**config.mk**
```make
export PLATFORM = sky130hd
export DESIGN_NAME = swd_timer
export DESIGN_NICKNAME = d
export VERILOG_FILES = /design/src/rtl/swd_pkg.sv /design/src/rtl/swd_cmd_decode.sv /design/src/rtl/swd_counter.sv /design/src/rtl/swd_irq_flag.sv /design/src/rtl/swd_timer.sv
export SDC_FILE = /design/constraint.sdc
export NUM_CORES = 1
export LEC_CHECK = 0
export BUFFER_PORTS_ARGS = -buffer_cell sky130_fd_sc_hd__buf_2
export CORE_MARGIN = 5
export CORE_UTILIZATION = 50
export DETAILED_ROUTE_END_ITERATION = 12
export GPL_TIMING_DRIVEN = 0
export PLACE_DENSITY_LB_ADDON = 0.1
export SLEW_MARGIN = 20
export SYNTH_ARGS = -nofsm -noshare
export SYNTH_HDL_FRONTEND = slang
export SYNTH_SLANG_ARGS = --single-unit
```
**constraint.sdc**
```tcl
create_clock -name clk -period 3.8 [get_ports clk]
set_input_delay 0 -clock clk [delete_from_list [all_inputs] [get_ports clk]]
set_output_delay 0 -clock clk [all_outputs]
set_load 0.02 [all_outputs]
```
**src/rtl/swd_pkg.sv**
```systemverilog
package swd_pkg;
  typedef enum logic [1:0] {
    SWD_CMD_NONE    = 2'd0,
    SWD_CMD_LOAD    = 2'd1,
    SWD_CMD_RESTART = 2'd2
  } swd_cmd_e;

  localparam int          SWD_PRIO_W = 2;
  localparam logic [1:0]  SWD_PRIO   = 2'd3;
endpackage

```
**src/rtl/swd_cmd_decode.sv**
```systemverilog
module swd_cmd_decode
  import swd_pkg::*;
#(
  parameter int                CMD_W        = 8,
  parameter logic [CMD_W-1:0]  RESTART_CODE = 8'h5F
) (
  input  logic             period_we_i,
  input  logic             cmd_we_i,
  input  logic [CMD_W-1:0] cmd_i,
  input  logic             armed_i,
  output swd_cmd_e         cmd_o
);
  logic restart_hit;

  assign restart_hit = cmd_we_i && (cmd_i == RESTART_CODE) && armed_i;

  always_comb begin
    if (period_we_i)      cmd_o = SWD_CMD_LOAD;
    else if (restart_hit) cmd_o = SWD_CMD_RESTART;
    else                  cmd_o = SWD_CMD_NONE;
  end
endmodule

```
**src/rtl/swd_counter.sv**
```systemverilog
module swd_counter
  import swd_pkg::*;
#(
  parameter int CNT_W = 8
) (
  input  logic             clk,
  input  logic             rst_n,
  input  swd_cmd_e         cmd_i,
  input  logic [CNT_W-1:0] period_i,
  input  logic             tick_i,
  output logic             armed_o,
  output logic             expire_o,
  output logic [CNT_W:0]   count_o
);
  localparam logic [CNT_W:0] FULL_SPAN = (CNT_W+1)'(1) << CNT_W;

  function automatic logic [CNT_W:0] ticks_for(input logic [CNT_W-1:0] v);
    return (v == '0) ? FULL_SPAN : {1'b0, v};
  endfunction

  logic [CNT_W-1:0] period_q;
  logic [CNT_W:0]   cnt_q;
  logic             armed_q;
  logic             step_ev;

  assign step_ev  = (cmd_i == SWD_CMD_NONE) && armed_q && tick_i && (cnt_q != '0);
  assign expire_o = step_ev && (cnt_q == (CNT_W+1)'(1));
  assign armed_o  = armed_q;
  assign count_o  = cnt_q;

  always_ff @(posedge clk or negedge rst_n) begin
    if (!rst_n) begin
      armed_q  <= 1'b0;
      cnt_q    <= '0;
      period_q <= '0;
    end else begin
      case (cmd_i)
        SWD_CMD_LOAD: begin
          period_q <= period_i;
          cnt_q    <= ticks_for(period_i);
          armed_q  <= 1'b1;
        end
        SWD_CMD_RESTART: cnt_q <= ticks_for(period_q);
        default: if (step_ev) cnt_q <= cnt_q - 1'b1;
      endcase
    end
  end

  // count never exceeds the 256-tick span
  p_count_range_r3: assert property (@(posedge clk) disable iff (!rst_n)
    cnt_q <= FULL_SPAN);
  // one step down per accepted tick
  p_count_step_r2: assert property (@(posedge clk) disable iff (!rst_n)
    (cmd_i == SWD_CMD_NONE && armed_q && tick_i && cnt_q != '0)
      |=> cnt_q == $past(cnt_q) - 1'b1);
  // idle cycles leave the count alone
  p_idle_stable_r4: assert property (@(posedge clk) disable iff (!rst_n)
    (cmd_i == SWD_CMD_NONE && !tick_i) |=> $stable(cnt_q));
  // zero is sticky without a command
  p_zero_hold_r5: assert property (@(posedge clk) disable iff (!rst_n)
    (cmd_i == SWD_CMD_NONE && cnt_q == '0) |=> cnt_q == '0);
  // a load always yields a nonzero full period
  p_load_nonzero_r10: assert property (@(posedge clk) disable iff (!rst_n)
    (cmd_i == SWD_CMD_LOAD) |=> (cnt_q != '0 && armed_q));
  // disarmed implies idle count
  p_disarmed_idle_r1: assert property (@(posedge clk) disable iff (!rst_n)
    !armed_q |-> cnt_q == '0);
endmodule

```
**src/rtl/swd_irq_flag.sv**
```systemverilog
module swd_irq_flag
  import swd_pkg::*;
(
  input  logic     clk,
  input  logic     rst_n,
  input  swd_cmd_e cmd_i,
  input  logic     expire_i,
  output logic     irq_o
);
  logic irq_q;

  always_ff @(posedge clk or negedge rst_n) begin
    if (!rst_n)                      irq_q <= 1'b0;
    else if (cmd_i != SWD_CMD_NONE)  irq_q <= 1'b0;
    else if (expire_i)               irq_q <= 1'b1;
  end

  assign irq_o = irq_q;

  // any load or restart withdraws the request
  p_irq_clear_r6: assert property (@(posedge clk) disable iff (!rst_n)
    (cmd_i != SWD_CMD_NONE) |=> !irq_q);
  // request held while no command arrives
  p_irq_hold_r5: assert property (@(posedge clk) disable iff (!rst_n)
    (irq_q && cmd_i == SWD_CMD_NONE) |=> irq_q);
  // request rises only from an expiry event
  p_irq_cause_r2: assert property (@(posedge clk) disable iff (!rst_n)
    $rose(irq_q) |-> $past(expire_i));
endmodule

```
**src/rtl/swd_timer.sv**
```systemverilog
module swd_timer
  import swd_pkg::*;
#(
  parameter int               CNT_W        = 8,
  parameter int               CMD_W        = 8,
  parameter logic [CMD_W-1:0] RESTART_CODE = 8'h5F
) (
  input  logic                  clk,
  input  logic                  rst_n,
  input  logic                  tick_i,
  input  logic                  period_we_i,
  input  logic [CNT_W-1:0]      period_i,
  input  logic                  cmd_we_i,
  input  logic [CMD_W-1:0]      cmd_i,
  output logic                  irq_o,
  output logic [SWD_PRIO_W-1:0] irq_prio_o,
  output logic                  running_o
);
  swd_cmd_e       cmd_w;
  logic           armed_w;
  logic           expire_w;
  logic [CNT_W:0] count_w;

  swd_cmd_decode #(.CMD_W(CMD_W), .RESTART_CODE(RESTART_CODE)) u_dec (
    .period_we_i (period_we_i),
    .cmd_we_i    (cmd_we_i),
    .cmd_i       (cmd_i),
    .armed_i     (armed_w),
    .cmd_o       (cmd_w)
  );

  swd_counter #(.CNT_W(CNT_W)) u_cnt (
    .clk      (clk),
    .rst_n    (rst_n),
    .cmd_i    (cmd_w),
    .period_i (period_i),
    .tick_i   (tick_i),
    .armed_o  (armed_w),
    .expire_o (expire_w),
    .count_o  (count_w)
  );

  swd_irq_flag u_irq (
    .clk      (clk),
    .rst_n    (rst_n),
    .cmd_i    (cmd_w),
    .expire_i (expire_w),
    .irq_o    (irq_o)
  );

  assign irq_prio_o = SWD_PRIO;
  assign running_o  = armed_w;

  // no request can exist while disarmed
  p_irq_armed_r8: assert property (@(posedge clk) disable iff (!rst_n)
    irq_o |-> running_o);
  // a pending request means the count sits at zero
  p_irq_zero_r5: assert property (@(posedge clk) disable iff (!rst_n)
    irq_o |-> count_w == '0);
  // a non-restart command byte alone changes nothing
  p_foreign_cmd_r8: assert property (@(posedge clk) disable iff (!rst_n)
    (cmd_we_i && cmd_i != RESTART_CODE && !period_we_i && !tick_i)
      |=> ($stable(count_w) && $stable(irq_o)));
endmodule

```
==> run_results.csv, run 1 <==
group,metric,value,unit
critical_path,r2r_start,"u_cnt.count_o[0]",
routing,viasPerCell,5.36,
synthesis,synthCells,103,
routing,vias,895,
clocking,cts-root-buf,"clkbuf_4",
floorplanning,die-area,3270,sq um
synthesis,synth_area,1110,sq um
critical_path,cp-startpoint,"u_cnt.count_o[0]",
floorplanning,boundaryPins,25,
finish,fill_cells,199,
global_route,overflow,0,
clocking,htreeDepth,1,
critical_path,worst_setup_path_start_kind,"flip-flop",
floorplanning,die_h,57.2,microns
synthesis,synth-edff-count,0,
global_route,grt_start_max_net_pins,20,
sta,finalSetupViolCount,0,
finish,drive_gt1_share,33.8,%
routing,drt-total-wl,2280,microns
routing,drt_iter0_drc,14,
global_route,grt_first_pass_wirelength,3860,microns
clocking,worstSkewPairLatency,290,ps
synthesis,synth-main-ff-cell,"dfrtp_1",
clocking,cts.path.max_buffers,2,
synthesis,yosysTopAreaCellShare,42.6,%
sta,rsz0062_at_grt,"false",
floorplanning,die_x,57.2,microns
critical_path,worstPathRequired,3980,ps
sta,setup_tns,0,ps
global_route,antenna_found_initial,0,
clocking,ctsResizeCount,0,
synthesis,synth.ff_latch_count,19,
pwr,powerDensity,337,nW/um^2
synthesis,synth_area_leader_cell,"dfrtp_1",
floorplanning,core_area,2170,sq um
job,cap_violations,0,
finish,diodes,0,
hold_path,min_path_cells,2,
critical_path,rr_worst_depth,6,
synthesis,synth_seq_area_share,42.6,%
routing,dr.pass1.iters,4,
critical_path,cpPeakStageDelay,450,ps
finish,area_growth,23.8,%
outcome,outcome,"completed",
sta,hold_violations,0,
finish,final_nets,164,
global_route,grt_use_total,14.9,%
synthesis,yosys-top-cells-area,"dfrtp_1 (43%), mux2_2 (8.1%), a21oi_1 (3.6%)",
floorplanning,initial_utilization,51.4,%
critical_path,end_kind,"flip-flop",
synthesis,synth-async-reset-ratio,100,%
synthesis,ys_warn_count,0,
sta,max_freq,0.591,GHz
pwr,worst_ir_drop_vdd,0.253,mV
routing,drc,0,
place,hpwl,1800,microns
critical_path,critPathSlowestCell,"dfrtp_1",
sta,fin_skew,4.48,ps
sta,fin_crit,1690,ps
clocking,clkTransAtPathRegs,100,ps
synthesis,syn_area_per_cell,10.8,sq um
sta,fin_crit_sh,44.5,%
place,place_inst,154,
hold_path,min_path_type,"input port to flip-flop",
global_route,grt_pass1_vias,876,
critical_path,crit_cells,6,
hold_path,hold_start,"period_we_i",
floorplanning,fp-row-count,17,
sta,finalMaxSlewViolations,0,
critical_path,cp_num_buf_inv,1,
clocking,cts_buffers,3,
finish,final_cell_count_no_fill,167,
place,gp_congestion,0.757,
synthesis,synth_cell_types,40,
pwr,total_power,0.465,mW
sta,setup_ws,2110,ps
pwr,leakage,0.603,nW
routing,wl_per_cell,13.7,microns
clocking,cts_tree,"done",
critical_path,critPathKind,"flip-flop to flip-flop",
place,portBuffers,22,
critical_path,cpLargestDelayFamily,"flip-flops",
routing,antenna_left,0,
critical_path,cp_cell_sequence,"inv_1, ha_1, and2b_1, a31oi_4, a31o_1, mux2_4",
place,dpl_worst_slack,2110,ps
critical_path,arrival,1880,ps
clocking,cts_sinks,19,
critical_path,path_max_fanout,6,
==> metal layers <==
layer  routed length, microns  track usage [%]  part of all wire (%)  vias up
met1                      990             17.4                    43      423
met4                       34             4.97                   1.5        0
met3                       86             1.81                   3.8        5
met2                     1170             27.9                    51       17
li1                         -                -                     -      450
met5                        0                0                     0        -
==> cells by family after synthesis <==
| kind of cell | Yosys count | share of synthesized area (%) |
|---|---|---|
| buf+inv | 8 | 3.81 |
| xor+xnor | 4 | 3.14 |
| simple gates | 36 | 21.1 |
| mux | 12 | 12.1 |
| compound gates | 20 | 13.5 |
| fa+ha+maj | 3 | 3.37 |
| flops | 19 | 42.6 |
| other cells | 1 | 0.336 |
==> synthesized netlist by cell type (2+ instances only) <==
master and n:
nor3_4 2, buf_4 3, xor2_1 3, dfrtp_1 19
nand3_1 4, nor3_1 2, inv_1 4, mux2_2 8
nor2_1 10, o211ai_1 3, nor4_1 2, mux2i_1 3
nand2_1 2, and4bb_2 2, a21oi_1 8, nand4_1 2
ha_1 3
==> metrics by stage <==
step           instance area, sq um  hold slack (ps)  utilization [%]
2_1_floorplan                  1120             -296                -
3_3_place_gp                   1260            -48.2             58.2
3_5_place_dp                   1260            -49.4             58.2
4_1_cts                        1380             30.0             63.6
5_1_grt                        1380             35.3             63.6
6_report                       1380             22.8             63.6
==> layout make-up <==
type | instances | area (sq um) | share of cell area (%)
Sequential cell | 19 | 475 | 34.5
Multi-Input combinational cell | 77 | 601 | 43.5
Tap cell | 28 | 35.0 | 2.54
Timing Repair Buffer | 31 | 200 | 14.5
Inverter | 4 | 15.0 | 1.09
Buffer | 4 | 27.5 | 1.99
Clock buffer | 4 | 26.3 | 1.90
==> sequential cells by signal, summed over array words and instances (netlist names) <==
register,count
u_cnt.armed_o,1
u_cnt.period_q,8
u_cnt.count_o,9
u_irq.irq_o,1
==> power breakdown <==
| group | total, mW | switching [mW] | internal [mW] |
|---|---|---|---|
| Combinational | 0.118 | 0.0591 | 0.0591 |
| Sequential | 0.248 | 0.0238 | 0.224 |
| Clock | 0.0991 | 0.0583 | 0.0408 |
| Total | 0.465 | 0.141 | 0.324 |
==> layout by cell type (no fill, tap or decap), types with 3 or more instances in the layout <==
master          n
buf_2          23
dfrtp_1        19
nor2_1         10
dlygate4sd3_1   9
a21oi_1         8
mux2_2          8
inv_1           4
nand3_1         4
mux2i_1         3
buf_4           3
xor2_1          3
o211ai_1        3
ha_1            3
clkbuf_4        3
==> worst register-to-register path: stages, from the launching register on <==
cell     delay [ps]
dfrtp_1         450
inv_1           110
ha_1            170
and2b_1         190
a31oi_4         150
a31o_1          270
mux2_4          250
==> worst paths after layout <==
check,end,slack (ps)
worst max-delay path,u_cnt.count_o[2],2110
worst min-delay path,u_cnt.period_q[1],20
worst max register to register,u_cnt.count_o[2],2110
worst min register to register,u_cnt.period_q[4],540
max in group asynchronous,u_cnt.count_o[6],3340
min in group asynchronous,u_cnt.period_q[0],170
==> repair_timing <==
| item | in CTS | in global routing |
|---|---|---|
| buffers inserted | 0 | 0 |
| setup endpoints to repair | 0 | 0 |
| endpoints found under the hold margin | 27 | 0 |
| hold buffers | 9 | 0 |
(Power assumes the default switching activity.)
==> run 2: changes to the inputs <==
--- a/config.mk
+++ b/config.mk
@@ -7,7 +7,7 @@
 export LEC_CHECK = 0
 export BUFFER_PORTS_ARGS = -buffer_cell sky130_fd_sc_hd__buf_2
 export CORE_MARGIN = 5
-export CORE_UTILIZATION = 50
+export CORE_UTILIZATION = 47
 export DETAILED_ROUTE_END_ITERATION = 12
 export GPL_TIMING_DRIVEN = 0
 export PLACE_DENSITY_LB_ADDON = 0.1
==> constraint.sdc (replaced) <==
create_clock -name clk -period 1.4 [get_ports clk]
set_input_delay 0 -clock clk [delete_from_list [all_inputs] [get_ports clk]]
set_output_delay 0 -clock clk [all_outputs]
set_load 0.02 [all_outputs]
==> run 2 against run 1 <==
Against the previous run: largest power group unchanged; critical path depth did not move; core utilization rose by 7.4 points; the run now ends with setup timing left; worst hold slack improved by 26 ps; sequential power rose to 2.7 times the previous value; highest routed layer unchanged; largest cell class unchanged.
==> run_results.csv, run 2 (same netlist as run 1, synthesis figures left out) <==
group,metric,value,unit
outcome,outcome,"finished with violations",
outcome,failed_checks,"setup timing",
floorplanning,fp-row-count,17,
clocking,cts.path.max_buffers,2,
critical_path,rrSetupSlack,-110,ps
routing,viasPerCell,5.15,
routing,vias,953,
sta,setup_ws,-114,ps
finish,multi_input_area,669,sq um
floorplanning,die_x,58.7,microns
sta,fin_hold_ws,48.6,ps
pwr,switching_share,31.0,%
critical_path,end_kind,"flip-flop",
critical_path,cp_num_buf_inv,1,
pwr,worst_ir_drop_vdd,0.646,mV
clocking,cts-root-buf,"clkbuf_4",
floorplanning,initial_utilization,49.9,%
pwr,clkPwrFrac,19.0,%
finish,drive_gt1_share,49.0,%
place,gp_congestion,0.774,
critical_path,r2r_start,"u_cnt.count_o[1]",
finish,largest_register_ffs,9,
routing,drt-total-wl,2680,microns
pwr,p_seq_share,47.7,%
floorplanning,die_h,58.7,microns
sta,fin_crit_sh,108,%
clocking,worstSkewPairLatency,290,ps
floorplanning,core_area,2230,sq um
critical_path,cpPeakStageDelay,410,ps
routing,dr.pass1.iters,4,
critical_path,rr_worst_depth,6,
sta,finalMaxSlewViolations,0,
critical_path,r2r_end,"u_cnt.count_o[2]",
finish,final_nets,182,
routing,wl_per_cell,14.5,microns
clocking,cts_tree,"done",
pwr,leakage,0.695,nW
global_route,grt_start_max_net_pins,20,
place,portBuffers,22,
critical_path,worst_setup_path_start_kind,"flip-flop",
critical_path,critPathSlowestCell,"dfrtp_1",
place,hpwl,1820,microns
sta,rsz0062_at_grt,"true",
sta,fin_crit,1510,ps
hold_path,hold_start,"period_we_i",
finish,area_growth,42.2,%
floorplanning,die-area,3450,sq um
floorplanning,boundaryPins,25,
finish,layout_commonest_cell,"buf_2",
critical_path,cpLargestDelayFamily,"flip-flops",
sta,fin_skew,3.90,ps
global_route,grt_pass1_vias,1073,
critical_path,path_max_fanout,4,
critical_path,arrival,1690,ps
clocking,htreeDepth,1,
global_route,grt_first_pass_wirelength,4560,microns
critical_path,crit_end,"u_cnt.count_o[2]",
pwr,power_frac_comb,33.3,%
critical_path,critPathKind,"flip-flop to flip-flop",
critical_path,cp_cell_sequence,"inv_2, ha_4, and2b_2, a31oi_4, a31o_1, mux2_4",
routing,antenna_left,0,
critical_path,crit_cells,6,
critical_path,cp-startpoint,"u_cnt.count_o[1]",
pwr,power.switching,0.438,mW
sta,finalSetupViolCount,8,
sta,max_freq,0.660,GHz
finish,layout_common_cells,"buf_2 (23), buf_4 (20), dfrtp_1 (16)",
finish,regArea,479,sq um
global_route,antenna_found_initial,0,
routing,drt_iter0_drc,29,
pwr,powerDensity,891,nW/um^2
global_route,overflow,0,
routing,drc,0,
global_route,grt_use_total,17.0,%
hold_path,min_path_type,"input port to flip-flop",
finish,fill_cells,190,
clocking,cts_buffers,3,
clocking,cts_sinks,19,
place,dpl_worst_slack,-257,ps
pwr,p_int,0.975,mW
job,cap_violations,0,
sta,hold_violations,0,
finish,diodes,0,
clocking,clkTransAtPathRegs,100,ps
critical_path,worstPathRequired,1580,ps
## run 2: cell count changes in the layout (fill, tap and decap cells not counted), sizes merged
cell	delta
clkbuf	+1
buf	+17
## run 2: per-stage QoR
| step | instances | cell area [sq um] | setup TNS, ps | util [%] | total power [mW] |
|---|---|---|---|---|---|
| finish | 185 | 1590 | -467 | 71.0 | 1.41 |
| global route | 185 | 1590 | -1180 | 71.0 | 1.51 |
| CTS | 178 | 1500 | -685 | 67.1 | 1.36 |
| detailed placement | 154 | 1270 | -1220 | 56.8 | 0.987 |
| global placement | 154 | 1270 | -1160 | 56.8 | 0.977 |
| floorplan | 104 | 1120 | -193 | - | 0.888 |
## run 2: final cells by class
class / instances / area share, %
flip-flops and latches: 19 / 30.2
plain buffers: 4 / 1.74
repair buffers: 49 / 21.0
well taps: 28 / 2.21
clock buffers: 4 / 1.66
multi-input cells: 77 / 42.2
inverters: 4 / 0.947
## run 2: what timing repair did
| action | 4_1_cts | 5_1_grt |
|---|---|---|
| hold buffers | 9 | 0 |
| pin swaps | 3 | 6 |
| gates resized for setup | 8 | 7 |
| endpoints found under the setup margin | 10 | 10 |
| buffers inserted | 11 | 7 |
| hold endpoints to repair | 27 | 0 |
| gates cloned | 0 | 0 |
## run 2: worst min path at each step
stage / end / cells past startpoint / slack (ps)
2_1_floorplan: u_cnt.armed_o / 0 / -300
3_3_place_gp: u_cnt.period_q[1] / 1 / -50
3_5_place_dp: u_cnt.period_q[1] / 1 / -40
4_1_cts: u_cnt.period_q[1] / 2 / 40
5_1_grt: u_cnt.period_q[1] / 2 / 40
6_report: u_cnt.period_q[1] / 2 / 50
## run 2: power by group through the flow
stage	clock network (mW)	logic (mW)	registers, mW
after global routing	0.310	0.520	0.684
after global placement	0	0.294	0.683
final	0.268	0.470	0.674
after CTS	0.278	0.409	0.672
after floorplan	0	0.216	0.672
after detailed placement	0	0.301	0.685
## run 2: routing by layer
metal,wire length (microns),vias to the layer above,track usage (%)
met3,54,2,2.19
met1,1170,451,20.0
met5,0,-,0
li1,-,486,-
met4,17,0,5.50
met2,1440,14,31.6
==> run 3: changes to the inputs <==
--- a/config.mk
+++ b/config.mk
@@ -10,7 +10,7 @@
 export CORE_UTILIZATION = 47
 export DETAILED_ROUTE_END_ITERATION = 12
 export GPL_TIMING_DRIVEN = 0
-export PLACE_DENSITY_LB_ADDON = 0.1
+export PLACE_DENSITY = 0.74
 export SLEW_MARGIN = 20
 export SYNTH_ARGS = -nofsm -noshare
 export SYNTH_HDL_FRONTEND = slang
==> run 3 against run 2 <==
Against the previous run: clock power hardly changed; power decreased by 1.8%; sequential share of layout area rose by 0.66 points; the run still ends with setup timing left; via count grew 1.6%; global-route usage fell by 1.3 points; maximum frequency fell by 2.3%; non-clock buffer count decreased by 4.
==> run_results.csv, run 3 (same netlist as run 1, synthesis figures left out) <==
group,metric,value,unit
outcome,outcome,"finished with violations",
outcome,failed_checks,"setup timing",
pwr,power_frac_comb,31.4,%
pwr,leakage,0.683,nW
critical_path,path_max_fanout,5,
global_route,grt_pass1_vias,968,
clocking,cts_buffers,3,
global_route,use_met2,28.7,%
routing,viasPerCell,5.35,
place,gp_congestion,0.769,
sta,rsz0062_at_grt,"true",
critical_path,rr_worst_depth,6,
clocking,cts_sinks,19,
hold_path,min_path_type,"input port to flip-flop",
critical_path,critPathKind,"flip-flop to flip-flop",
place,hpwl,1780,microns
routing,antenna_left,0,
routing,wl_per_cell,14.1,microns
sta,finalSetupViolCount,8,
place,dpl_worst_slack,-240,ps
global_route,grtUsageMet3,2.63,%
pwr,power.switching,0.433,mW
clocking,htreeDepth,1,
floorplanning,fp-row-count,17,
global_route,overflow,0,
finish,largest_register_ffs,9,
floorplanning,initial_utilization,49.9,%
clocking,clkTransAtPathRegs,110,ps
routing,drt-total-wl,2560,microns
job,cap_violations,0,
sta,setup_tns,-795,ps
critical_path,r2r_start,"u_cnt.count_o[0]",
clocking,cts.path.max_buffers,2,
global_route,grt_start_max_net_pins,20,
critical_path,worst_setup_path_start_kind,"flip-flop",
floorplanning,boundaryPins,25,
pwr,p_seq_share,49.2,%
finish,layout_commonest_cell,"buf_2",
sta,fin_crit_sh,111,%
critical_path,arrival,1740,ps
sta,fin_skew,5.45,ps
floorplanning,die_x,58.7,microns
pwr,worst_ir_drop_vdd,0.699,mV
critical_path,worstPathRequired,1590,ps
critical_path,cp-startpoint,"u_cnt.count_o[0]",
global_route,grt_first_pass_wirelength,4170,microns
floorplanning,core_area,2230,sq um
routing,vias,968,
pwr,switching_share,31.2,%
place,portBuffers,22,
sta,setup_ws,-150,ps
critical_path,rrSetupSlack,-150,ps
global_route,use_met1,17.6,%
routing,dr.pass1.iters,4,
finish,drive_gt1_share,49.0,%
floorplanning,die-area,3450,sq um
critical_path,end_kind,"flip-flop",
sta,max_freq,0.645,GHz
routing,drc,0,
floorplanning,die_h,58.7,microns
pwr,powerDensity,892,nW/um^2
pwr,clkPwrFrac,19.4,%
critical_path,crit_end,"u_cnt.count_o[1]",
finish,area_growth,39.5,%
finish,diodes,0,
clocking,worstSkewPairLatency,290,ps
finish,layout_common_cells,"buf_2 (23), buf_4 (15), dfrtp_1 (15)",
global_route,grt_use_total,15.7,%
routing,drt_iter0_drc,18,
sta,finalMaxSlewViolations,0,
clocking,cts-root-buf,"clkbuf_4",
global_route,antenna_found_initial,0,
sta,hold_violations,0,
finish,final_nets,178,
sta,fin_crit,1550,ps
clocking,cts_tree,"done",
pwr,p_int,0.955,mW
global_route,top_usage_layer,"met2",
critical_path,r2r_end,"u_cnt.count_o[1]",
==> run 3: changes by cell type in the layout (fill, tap and decap cells not counted), sizes merged <==
| cell | delta |
|---|---|
| buf | -3 |
| clkinv | +1 |
| clkbuf | -2 |
==> run 3: worst min path at each step <==
stage / from / endpoint / slack (ps) / cells after the start
final: period_we_i / u_cnt.period_q[1] / 50 / 2
after global routing: period_we_i / u_cnt.period_q[1] / 60 / 2
after CTS: period_we_i / u_cnt.period_q[1] / 50 / 2
after detailed placement: rst_n / u_cnt.period_q[4] / -40 / 1
after global placement: rst_n / u_cnt.period_q[6] / -50 / 1
after floorplan: rst_n / u_cnt.armed_o / -300 / 0
==> run 3: worst max-delay path, stage by stage (launching register included) <==
cell	delay, ps
dfrtp_1	400
inv_2	70
ha_4	150
and2b_2	210
a31oi_4	250
mux2i_1	110
mux2_4	260
==> run 3: through the flow <==
| step | hold slack (ps) | power (mW) | instance area [sq um] | instances | utilization [%] |
|---|---|---|---|---|---|
| 2_1_floorplan | -296 | 0.888 | 1120 | 104 | - |
| 3_3_place_gp | -54.5 | 0.971 | 1270 | 154 | 56.8 |
| 3_5_place_dp | -41.4 | 0.986 | 1270 | 154 | 56.8 |
| 4_1_cts | 47.7 | 1.33 | 1470 | 174 | 65.8 |
| 5_1_grt | 56.9 | 1.48 | 1560 | 181 | 69.6 |
| 6_report | 49.5 | 1.39 | 1560 | 181 | 69.6 |
==> run 3: layout make-up <==
| type | instances | area (sq um) |
|---|---|---|
| Buffer | 4 | 31.3 |
| Clock buffer | 3 | 22.5 |
| Inverter | 4 | 15.0 |
| Sequential cell | 19 | 480 |
| Fill cell | 169 | 678 |
| Tap cell | 28 | 35.0 |
| Clock inverter | 1 | 5.00 |
| Timing Repair Buffer | 45 | 309 |
| Multi-Input combinational cell | 77 | 657 |
==> run 3: layer usage <==
metal | routed length (microns) | vias up
li1 | - | 477
met1 | 1070 | 463
met2 | 1330 | 24
met3 | 130 | 4
met4 | 26 | 0
met5 | 0 | -
==> run 3: repair_timing <==
action / in CTS / in global routing
endpoints found under the hold margin: 27 / 0
buffers inserted: 7 / 9
setup endpoints to repair: 10 / 10
pin swaps: 3 / 7
hold buffers: 9 / 0
gates resized for setup: 8 / 9
==> run 3: power by group through the flow <==
stage	Sequential, mW	Combinational [mW]	Clock, mW
floorplan	0.672	0.216	0
global placement	0.681	0.290	0
detailed placement	0.685	0.302	0
CTS	0.671	0.386	0.274
global route	0.692	0.483	0.304
finish	0.683	0.436	0.269
